--- config.mk ---
export PLATFORM = sky130hd
export DESIGN_NAME = way_lend_ctrl
export DESIGN_NICKNAME = d
export VERILOG_FILES = /design/src/rtl/way_lend_ctrl.sv
export SDC_FILE = /design/constraint.sdc
export NUM_CORES = 1
export LEC_CHECK = 0
export ABC_AREA = 1
export BUFFER_PORTS_ARGS = -buffer_cell sky130_fd_sc_hd__buf_4
export CORE_ASPECT_RATIO = 0.6
export CORE_UTILIZATION = 45
export CTS_CLUSTER_DIAMETER = 50
export DETAILED_ROUTE_END_ITERATION = 10
export PLACE_DENSITY = 0.89
export SYNTH_ARGS = -nofsm -noshare
export SYNTH_HDL_FRONTEND = slang
export SYNTH_SLANG_ARGS = --single-unit
--- constraint.sdc ---
create_clock -name clk -period 3.65 [get_ports clk]
set_input_delay 0.365 -clock clk [delete_from_list [all_inputs] [get_ports clk]]
set_output_delay 0.365 -clock clk [all_outputs]
set_load 0.02 [all_outputs]
--- src/rtl/way_lend_ctrl.sv ---
module way_lend_ctrl #(
  parameter int WAYS  = 16,
  parameter int SETS  = 1024,
  parameter int TAG_W = 20,
  localparam int WAY_W = $clog2(WAYS),
  localparam int SET_W = $clog2(SETS)
) (
  input  logic             clk,
  input  logic             rst_n,
  input  logic             cmd_valid,
  input  logic             cmd_op,
  input  logic [WAY_W-1:0] cmd_way,
  output logic             rsp_valid,
  output logic             rsp_err,
  output logic             done,
  output logic             busy,
  input  logic             cpu_req,
  output logic             dir_req,
  output logic [SET_W-1:0] dir_set,
  output logic [WAY_W-1:0] dir_way,
  input  logic             dir_valid,
  input  logic             dir_dirty,
  input  logic [TAG_W-1:0] dir_tag,
  output logic             dir_inv,
  output logic             wb_req,
  output logic [TAG_W-1:0] wb_tag,
  output logic [SET_W-1:0] wb_set,
  output logic [WAY_W-1:0] wb_way,
  input  logic             wb_ack,
  output logic [WAYS-1:0]  lend_mask,
  output logic [WAYS-1:0]  repl_mask,
  output logic [WAYS-1:0]  hit_mask
);

  typedef enum logic [1:0] {S_IDLE, S_WALK, S_WB, S_INV} st_t;

  st_t              st;
  logic [SET_W-1:0] set_q;
  logic [WAY_W-1:0] way_q;
  logic [TAG_W-1:0] tag_q;
  logic [WAYS-1:0]  flags;
  logic             done_q, rsp_v_q, rsp_e_q;

  logic free, dirty_hit, step, last, alloc_err, rel_err;
  logic [WAYS-1:0] walk_oh;

  assign free      = !cpu_req;
  assign dirty_hit = dir_valid && dir_dirty;
  assign busy      = st != S_IDLE;
  assign dir_req   = free && (st == S_WALK || st == S_INV);
  assign dir_set   = set_q;
  assign dir_way   = way_q;
  assign dir_inv   = free && ((st == S_WALK && dir_valid && !dir_dirty) || st == S_INV);
  assign step      = free && ((st == S_WALK && !dirty_hit) || st == S_INV);
  assign last      = set_q == SET_W'(SETS - 1);

  assign wb_req = st == S_WB;
  assign wb_tag = tag_q;
  assign wb_set = set_q;
  assign wb_way = way_q;

  assign alloc_err = busy || flags[cmd_way] || ($countones(flags) >= WAYS - 1);
  assign rel_err   = !flags[cmd_way];

  assign walk_oh   = busy ? (WAYS'(1) << way_q) : '0;
  assign lend_mask = flags;
  assign hit_mask  = ~flags;
  assign repl_mask = ~(flags | walk_oh);

  assign done      = done_q;
  assign rsp_valid = rsp_v_q;
  assign rsp_err   = rsp_e_q;

  always_ff @(posedge clk or negedge rst_n) begin
    if (!rst_n) begin
      st      <= S_IDLE;
      set_q   <= '0;
      way_q   <= '0;
      tag_q   <= '0;
      flags   <= '0;
      done_q  <= 1'b0;
      rsp_v_q <= 1'b0;
      rsp_e_q <= 1'b0;
    end else begin
      done_q  <= 1'b0;
      rsp_v_q <= cmd_valid;
      rsp_e_q <= cmd_valid && (cmd_op ? rel_err : alloc_err);
      if (cmd_valid && cmd_op && !rel_err) flags[cmd_way] <= 1'b0;
      case (st)
        S_IDLE: if (cmd_valid && !cmd_op && !alloc_err) begin
          st    <= S_WALK;
          way_q <= cmd_way;
          set_q <= '0;
        end
        S_WALK: if (free && dirty_hit) begin
          tag_q <= dir_tag;
          st    <= S_WB;
        end
        S_WB: if (wb_ack) st <= S_INV;
        default: ;
      endcase
      if (step) begin
        if (last) begin
          flags[way_q] <= 1'b1;
          done_q       <= 1'b1;
          st           <= S_IDLE;
        end else begin
          set_q <= set_q + 1'b1;
          st    <= S_WALK;
        end
      end
    end
  end

  a_r3_port_yield: assert property (@(posedge clk) disable iff (!rst_n)
    (dir_req || dir_inv) |-> !cpu_req);

  a_r5_wb_hold: assert property (@(posedge clk) disable iff (!rst_n)
    (wb_req && !wb_ack) |=> (wb_req && $stable(wb_tag) && $stable(wb_set)));

  a_r6_done_lends: assert property (@(posedge clk) disable iff (!rst_n)
    done |-> (lend_mask[way_q] && !busy));

  a_r10_one_cache_way: assert property (@(posedge clk) disable iff (!rst_n)
    $countones(lend_mask) < WAYS);

  a_r8_rsp_follows_cmd: assert property (@(posedge clk) disable iff (!rst_n)
    rsp_valid |-> $past(cmd_valid));

  a_r7_walk_not_victim: assert property (@(posedge clk) disable iff (!rst_n)
    dir_req |-> !repl_mask[dir_way]);

endmodule

**Word-level counts from Yosys, hierarchy flattened**

Cells that the tools add are included.

- Memories kept: 0
- Bits in latches: 0
- Output and inout bits: 103
- Register bits after elaboration: 55
- Bits in writable memories: 0
- ROM bits: 0

- Bitwise gates (word level): 6
- Mux-type cells: 23
- $add $sub $neg: 16
- Equality and inequality tests: 7
- $mul: 0
- Divide/modulo/power cells: 0
- Shift-type cells: 1
- $lt $le $gt $ge: 5
- Reductions and logical operators: 32

Operators with widths:

| operator | count |
|---|---|
| 16-bit 2-to-1 mux | 4 |
| 16-bit NOT | 3 |
| 10-bit 2-to-1 mux | 4 |
| 16-bit OR | 2 |
| 1-bit by 1-bit adder with 2-bit output | 8 |
| 16-bit bitwise AND | 1 |
| 1-bit by 4-bit << shifter with 16-bit output, first input constant | 1 |
| 1-bit logical AND | 15 |
| 2-bit by 2-bit adder with 3-bit output | 4 |
| 10-bit by 1-bit adder with 10-bit output, second input constant | 1 |
| 10-bit equality test, second input constant | 1 |
| 4-bit by 5-bit less-than comparator with 1-bit output, second input constant | 2 |
| 3-bit by 3-bit adder with 4-bit output | 2 |
| 1-bit demux with 4-bit select | 2 |
| 4-bit by 1-bit >= comparator with 1-bit output, second input constant | 2 |
| 2-bit 2-to-1 mux | 4 |
| 1-bit 2-to-1 mux | 7 |
| 1-bit logical NOT | 6 |
| 2-bit case mux with 3 select lines | 1 |
| 4-bit by 4-bit adder with 5-bit output | 1 |
| 5-bit by 4-bit >= comparator with 1-bit output, second input constant | 1 |
| 1-bit logical OR | 5 |
| 1-bit binary-select mux with 4-bit select | 1 |
| 2-bit equality test, second input constant | 2 |
| other kinds (9) | 10 |

**Longest topological paths before layout**

Gate-level depths: netlist (run 1).

- Depth in word-level cells: 12
- Depth in mapped cells: 20
- Depth with buffers taken out: 20

**Worst setup path before layout (run 1)**

Ideal clock, no wire load.

- Path kind: register to register
- Start point: reg flags[5] (netlist: lend_mask[5])
- End point: reg set_q[9] (netlist: dir_set[9])
- Setup slack: -0.460 ns
- Clock period less this slack: 4.110 ns
- Arrival: 3.989 ns
- Path buffers: 1
- Stages on the path, launching flop included: 18
- Data required time: 3.528 ns
- Cells stage by stage: dfrtp_1 -> inv_1 -> fa_1 -> fa_1 -> fa_1 -> fa_1 -> inv_1 -> ha_1 -> fa_1 -> nand2_1 -> a21oi_1 -> nor3_1 -> nand2_1 -> inv_1 -> nand3_2 -> buf_6 -> nand3_1 -> o21ai_1

- Word-level cells in the longest chain between the ends: 12
- Elaborated cells on any way between the ends: 15
- Those cells by class: 4 x add/sub; 1 x order compare; 6 x mux; 4 x reduce/logical

Ends and longest elaborated chain:

| what | RTL line | source |
|---|---|---|
| start, declared | 41 | `logic [WAYS-1:0] flags;` |
| start signal, assigned | 80 | `flags <= '0;` |
| start signal, assigned by index | 88 | `if (cmd_valid && cmd_op && !rel_err) flags[cmd_way] <= 1'b0;` |
| start signal, assigned by index | 104 | `flags[way_q] <= 1'b1;` |
| 1-bit by 1-bit adder with 2-bit output (implied by the code) | 62 | `assign alloc_err = busy \|\| flags[cmd_way] \|\| ($countones(flags) >= WAYS - 1);` |
| 2-bit by 2-bit adder with 3-bit output (implied by the code) | 62 |  |
| 3-bit by 3-bit adder with 4-bit output (implied by the code) | 62 |  |
| 4-bit by 4-bit adder with 5-bit output (implied by the code) | 62 |  |
| 5-bit by 4-bit >= comparator with 1-bit output | 62 |  |
| 1-bit logical OR * | 62 |  |
| 1-bit logical NOT * | 90 | `S_IDLE: if (cmd_valid && !cmd_op && !alloc_err) begin` |
| 1-bit logical AND * | 90 |  |
| 10-bit 2-to-1 mux * | 90 |  |
| 10-bit 2-to-1 mux * | 89 | `case (st)` |
| 10-bit 2-to-1 mux | 103 | `if (last) begin` |
| 10-bit 2-to-1 mux * | 102 | `if (step) begin` |
| end signal, assigned | 108 | `set_q <= set_q + 1'b1;` |
| end, declared | 38 | `logic [SET_W-1:0] set_q;` |

Every way passes the cells marked *; elsewhere a longest branch is shown, timed or not. The select of a mux whose other input is x is not followed.
A chain may end at the register's enable or synchronous reset.

**Worst setup path after layout (run 1)**

- Start point: reg flags[13] (netlist: lend_mask[13])
- End point: reg way_q[1] (netlist: dir_way[1])

- Word-level cells in the longest chain between the ends: 9
- Elaborated cells on any way between the ends: 12
- Those cells by class: 4 x add/sub; 1 x order compare; 2 x mux; 5 x reduce/logical

Ends and longest elaborated chain:

| what | RTL line | source |
|---|---|---|
| 1-bit by 1-bit adder with 2-bit output (implied by the code) | 62 |  |
| 2-bit by 2-bit adder with 3-bit output (implied by the code) | 62 |  |
| 3-bit by 3-bit adder with 4-bit output (implied by the code) | 62 |  |
| 4-bit by 4-bit adder with 5-bit output (implied by the code) | 62 |  |
| 5-bit by 4-bit >= comparator with 1-bit output | 62 |  |
| 1-bit logical OR * | 62 |  |
| 1-bit logical NOT * | 90 |  |
| 1-bit logical AND * | 90 |  |
| 2-bit AND reduction (no line) * | - |  |
| end signal, assigned | 92 | `way_q <= cmd_way;` |
| end, declared | 39 | `logic [WAY_W-1:0] way_q;` |

Marked as above.

==> impl_metrics.ini, run 1 <==
[outcome]
status = complete, but fails checks
violations = setup timing

[floorplanning]
row_count = 24
dieArea_um2 = 8400
die_h_um = 71.4
core-area_um2 = 7510
io_pins = 135
fp.dieW_um = 118
initial_core_util_pct = 48.1

[clock_network]
htree_levels = 2
cts_max_path_buffers = 2
cts_num_sinks = 55
clk_pin_slew_ps = 80
cts_buffers = 5
cts_tree = built
postCtsHoldBufs = 0
clock_latency_ps = 300
clockRootBuffer = clkbuf_16

[route]
dr.first_iter.drc_count = 397
wire_per_inst_um = 16.1
routed_wl_mm = 11.4
num_vias = 3659
viasPerCell = 5.17
drc = 0
antenna_left = 0
drt_pass1_iterations = 5

[synthesis]
synth_seq_cells = 55
ys_seq_area_share_pct = 38.1
syn-instance-count = 456
ys_types = 30
syn_nets = 509
synthesis.area_um2 = 3610
yosys_warnings = 0
avgSynthCellArea_um2 = 7.92

[pwr]
pwr-share-seq_pct = 26.2
power_frac_clock_pct = 13.9
p_total_mw = 3.96
max-vdd-ir-drop_mv = 0.445
netSwitchingFraction_pct = 46.2
internal_power_mw = 2.13
p_switching_mw = 1.83
comb_power_share_pct = 59.9
p_leak_nw = 2.64
p_per_area_nw_per_um2 = 780

[setup_path]
crit_path_frequent_cell = fa_1
crit_family = adder cells
cp_slowest_cell = fa_1
cp_num_buf_inv = 4
cp_max_fo = 8
critPathArrivalTime_ps = 4330
worstSetupPathType = reg -> reg
endpoint_kind = flop
critPathMaxStageDelay_ps = 560
cp.required_ps = 3870
cp-start-kind = flop
crit_chain = inv_4 -> fa_1 -> fa_1 -> fa_1 -> fa_1 -> inv_1 -> ha_2 -> fa_2 -> nand3_2 -> nor2_1 -> nand3_1 -> nand2_1 -> inv_2 -> nand3_4 -> buf_6 -> nand2_2 -> o21ai_1
rrSetupSlack_ps = -470

[timing]
maxSlewHeadroom_pct = 39.0
finalHoldViolCount = 0
finalWorstSetupSlack_ps = -467
tightest_slew_ps = 912
skew_ps = 10.1
rsz0062_at_grt = yes
slew_viol_final = 0
fin_crit_ps = 4120
setup_viol = 17
finalCritPeriodShare_pct = 113
tns_ps = -7270
fmax_ghz = 0.243

[grt]
grt_max_degree = 56
antenna_found_initial = 0
grt_pass1_vias = 3577
grt_overflow_total = 0
track_usage_pct = 27.0
grt_pass1_wl_mm = 17.7

[layout]
mostFrequentLayoutCells = buf_4, nand2_1, inv_1
multiInputGateArea_um2 = 1840
syn2layout_area_growth_pct = 40.5
n_antenna_cell = 0
final-instance-count-excl-fill = 708
fill_cells = 612
nets = 656
layout.cells.most_common = buf_4
stdcell_area_um2 = 5070
drive_above_1_share_pct = 39.9
fin_util_pct = 67.6
register_area_um2 = 1390

[place]
dp_cells = 694
placed_cell_area_um2 = 4780
port_buffers = 134
place_hpwl_mm = 8.69
place.gp.congestion = 0.970

[flow_run]
maxCapViolCount = 0

[min_path]
hold_class = in -> async
## worst register-to-register path, delay by kind of cell, from the launching register on
family	cells	cell delay, ps
adders and majority gates	6	2750
buffers and inverters	4	310
AOI/OAI and AO/OA	1	80
and+or+nand+nor	6	500
DFF	1	390
## cells by family (layout without fill, tap and decap cells)
| kind of cell | count (synthesis) | after routing | synth area share, % |
|---|---|---|---|
| xor+xnor | 6 | 6 | 1.45 |
| flops | 55 | 55 | 38.1 |
| fa+ha+maj | 21 | 21 | 9.35 |
| simple gates | 205 | 205 | 23.4 |
| mux | 21 | 21 | 6.51 |
| compound gates | 46 | 46 | 7.90 |
| buf+inv | 102 | 250 | 13.2 |
## per-stage QoR
| step | worst slack (ps) | hold WS (ps) |
|---|---|---|
| 6_report | -467 | 124 |
| 5_1_grt | -655 | 185 |
| 4_1_cts | -405 | 151 |
| 3_5_place_dp | -425 | 465 |
| 3_3_place_gp | -237 | 451 |
| 2_1_floorplan | -268 | 69.4 |
## power groups by stage
stage / sequential [mW] / clock (mW) / combinational, mW
floorplan: 1.24 / 0 / 1.16
global placement: 1.02 / 0 / 2.11
detailed placement: 1.04 / 0 / 2.22
CTS: 1.03 / 0.555 / 2.28
global route: 1.06 / 0.578 / 2.55
finish: 1.04 / 0.550 / 2.37
## cell type report
type,instances,share of cell area (%)
Multi-Input combinational cell,299,36.3
Sequential cell,55,27.3
Clock inverter,2,0.740
Tap cell,104,2.56
Inverter,77,5.99
Timing Repair Buffer,165,24.6
Clock buffer,6,2.54
## routing by layer
| metal | vias to the layer above | part of all wire [%] | GRT usage, % |
|---|---|---|---|
| li1 | 1708 | - | - |
| met1 | 1708 | 40 | 34.4 |
| met2 | 221 | 45 | 43.9 |
| met3 | 22 | 13 | 10.7 |
| met4 | 0 | 1.7 | 5.70 |
| met5 | - | 0 | 0 |
## flip-flops by register name (all words and copies together), names as in the netlist
name / count
st: 2
wb_tag: 20
done: 1
rsp_err: 1
rsp_valid: 1
dir_set: 10
dir_way: 4
lend_mask: 16
## cell usage after synthesis
cell type / n / area share [%]
fa_1: 10 / 5.5
inv_1: 75 / 7.8
o211ai_1: 15 / 3.1
buf_2: 1 / 0.14
o21ai_0: 2 / 0.28
o21ai_2: 2 / 0.49
nor2_1: 39 / 4.1
a21oi_1: 12 / 1.7
inv_2: 2 / 0.21
ha_1: 11 / 3.8
a22oi_1: 1 / 0.21
nor2_4: 3 / 0.94
buf_4: 15 / 3.1
nand2_1: 132 / 14
nand3b_1: 2 / 0.42
nand4_1: 1 / 0.17
clkbuf_1: 4 / 0.42
mux2i_1: 1 / 0.28
buf_6: 5 / 1.6
nand3_1: 21 / 2.9
o22ai_1: 5 / 0.87
a31oi_1: 1 / 0.17
o21ai_1: 8 / 1.1
nand3_2: 1 / 0.28
mux2_2: 20 / 6.2
nor3_1: 2 / 0.28
xor2_1: 5 / 1.2
dfrtp_1: 55 / 38
xnor2_1: 1 / 0.24
nand2_2: 4 / 0.69
## repair_timing
action / CTS / global route
pin swaps: 3 / 5
resized for setup: 13 / 9
endpoints found under the setup margin: 17 / 17
buffers inserted: 4 / 2
hold endpoints to repair: 0 / 0
## worst paths after layout
path / startpoint / depth (start not counted) / end
setup / recovery: lend_mask[13]$_DFF_PN0_ / 17 / dir_way[1]$_DFFE_PN0P_
min in group clk: cmd_valid / 1 / rsp_valid$_DFF_PN0_
hold / removal: rst_n / 1 / dir_set[3]$_DFF_PN0_
max in group asynchronous: rst_n / 1 / lend_mask[1]$_DFF_PN0_
setup reg to reg: lend_mask[13]$_DFF_PN0_ / 17 / dir_way[1]$_DFFE_PN0P_
hold reg to reg: wb_tag[17]$_DFFE_PN0P_ / 1 / wb_tag[17]$_DFFE_PN0P_
Note: power is estimated with default switching activity, not from simulation.
==> inputs of run 2 (changes only) <==
- RECOVER_POWER: default -> 50
==> impl_metrics.ini, run 2 (same netlist as run 1, synthesis figures left out) <==
[floorplanning]
initial_core_util_pct = 48.1
fp.dieW_um = 118
die_h_um = 71.4
core-area_um2 = 7510
row_count = 24
dieArea_um2 = 8400
io_pins = 135

[timing]
finalCritPeriodShare_pct = 112
skew_ps = 7.29
rsz0062_at_grt = yes
finalWorstSetupSlack_ps = -442
slew_viol_final = 56
finalHoldViolCount = 0
hold_ws_ps = 303
tightest_slew_ps = 3030
fmax_ghz = 0.244
maxSlewHeadroom_pct = -102
fin_crit_ps = 4090
setup_viol = 17

[grt]
track_usage_pct = 27.0
grt_max_degree = 56
antenna_found_initial = 0
grt_pass1_wl_mm = 17.7
grt_pass1_vias = 3577
grt_overflow_total = 0

[layout]
nets = 656
syn2layout_area_growth_pct = 35.9
mostFrequentLayoutCells = nand2_1, buf_4, inv_1
final-instance-count-excl-fill = 708
n_antenna_cell = 0
drive_above_1_share_pct = 32.6
largest_register_ff_count = 20
fin_util_pct = 65.4
layout.cells.most_common = nand2_1

[pwr]
max-vdd-ir-drop_mv = 0.414
p_total_mw = 3.79
p_leak_nw = 2.47
p_per_area_nw_per_um2 = 772

[place]
port_buffers = 134
dp_cells = 694
place.gp.congestion = 0.970
place_ws_ps = -425
place_hpwl_mm = 8.69

[route]
dr.first_iter.drc_count = 374
antenna_left = 0
num_vias = 3702
drt_pass1_iterations = 6
wire_per_inst_um = 16.2
viasPerCell = 5.23
routed_wl_mm = 11.5
drc = 0

[clock_network]
cts_buffers = 5
clock_latency_ps = 290
cts_num_sinks = 55
cts_max_path_buffers = 2
htree_levels = 2
postCtsHoldBufs = 0
clk_pin_slew_ps = 70
clockRootBuffer = clkbuf_16
cts_tree = built

[setup_path]
cp_max_fo = 8
cp.required_ps = 3870
critPathArrivalTime_ps = 4310
rrSetupSlack_ps = -440
worstRegToRegCells = 17
cp-start-kind = flop
r2r-start = lend_mask[13]$_DFF_PN0_
worstSetupPathType = reg -> reg
endpoint_kind = flop
reg2reg_to = dir_way[1]$_DFFE_PN0P_

[outcome]
violations = capacitance limit, slew limit, setup timing
status = complete, but fails checks

[min_path]
hold_class = in -> reg
min_from = dir_tag[10]
whs_path_depth = 2
holdPathEnd = wb_tag[10]$_DFFE_PN0P_

[flow_run]
maxCapViolCount = 1
==> run 2: cell types whose count changed in the layout (fill, tap and decap cells not counted), sizes merged <==
cell / previous run / this run
buf: 165 / 121
clkbuf: 6 / 50
==> run 2: area by class of cell <==
class / instances / area, µm²
tap: 104 / 130
inverter: 77 / 304
sequential: 55 / 1390
multi-input combinational: 299 / 1840
timing repair buffer: 165 / 1080
clock buffer: 6 / 129
fill: 663 / 2600
clock inverter: 2 / 37.5
==> run 2: how the worst max path moves through the flow <==
stage	startpoint	end	slack (ps)	cells after the start
floorplan	lend_mask[11]$_DFF_PN0_	dir_set[9]$_DFF_PN0_	-270	17
global placement	lend_mask[11]$_DFF_PN0_	dir_way[0]$_DFFE_PN0P_	-240	17
detailed placement	lend_mask[0]$_DFF_PN0_	st[1]$_DFFE_PN0P_	-420	18
CTS	lend_mask[5]$_DFF_PN0_	dir_set[0]$_DFF_PN0_	-400	16
global route	lend_mask[13]$_DFF_PN0_	dir_set[8]$_DFF_PN0_	-660	16
finish	lend_mask[13]$_DFF_PN0_	dir_way[1]$_DFFE_PN0P_	-440	17
==> run 2: critical path, stage by stage, from the launching register on <==
cell,delay [ps]
dfrtp_2,390
inv_4,40
fa_1,560
fa_1,450
fa_1,500
fa_1,500
inv_1,50
ha_2,180
fa_2,540
nand3_2,80
nor2_1,80
nand3_1,80
nand2_1,80
inv_2,60
nand3_4,130
buf_6,160
nand2_2,40
o21ai_1,80
==> run 2: metal layers <==
| metal | vias to the layer above | share of wire [%] | global-route usage, % |
|---|---|---|---|
| met5 | - | 0 | 0 |
| met4 | 0 | 1.5 | 5.70 |
| met3 | 22 | 14 | 10.7 |
| met2 | 246 | 45 | 43.9 |
| met1 | 1726 | 39 | 34.4 |
| li1 | 1708 | - | - |
==> run 2: timing repair <==
| action | 4_1_cts | 5_1_grt |
|---|---|---|
| pin swaps | 3 | 5 |
| gates cloned | 0 | 0 |
| gates resized for setup | 13 | 9 |
| endpoints found under the setup margin | 17 | 17 |
| setup buffers | 4 | 2 |
==> run 2: metrics by stage <==
step	setup TNS, ps	area, µm²
2_1_floorplan	-3690	3640
3_3_place_gp	-3540	4780
3_5_place_dp	-6410	4780
4_1_cts	-6140	5020
5_1_grt	-10570	4910
6_report	-6890	4910
==> run 2: where the power goes <==
part / total (mW) / leakage (nW) / internal [mW] / switching [mW]
clock: 0.546 / 0.0771 / 0.324 / 0.222
sequential: 1.03 / 0.680 / 0.821 / 0.212
combinational: 2.21 / 1.71 / 0.826 / 1.38
total: 3.79 / 2.47 / 1.97 / 1.82
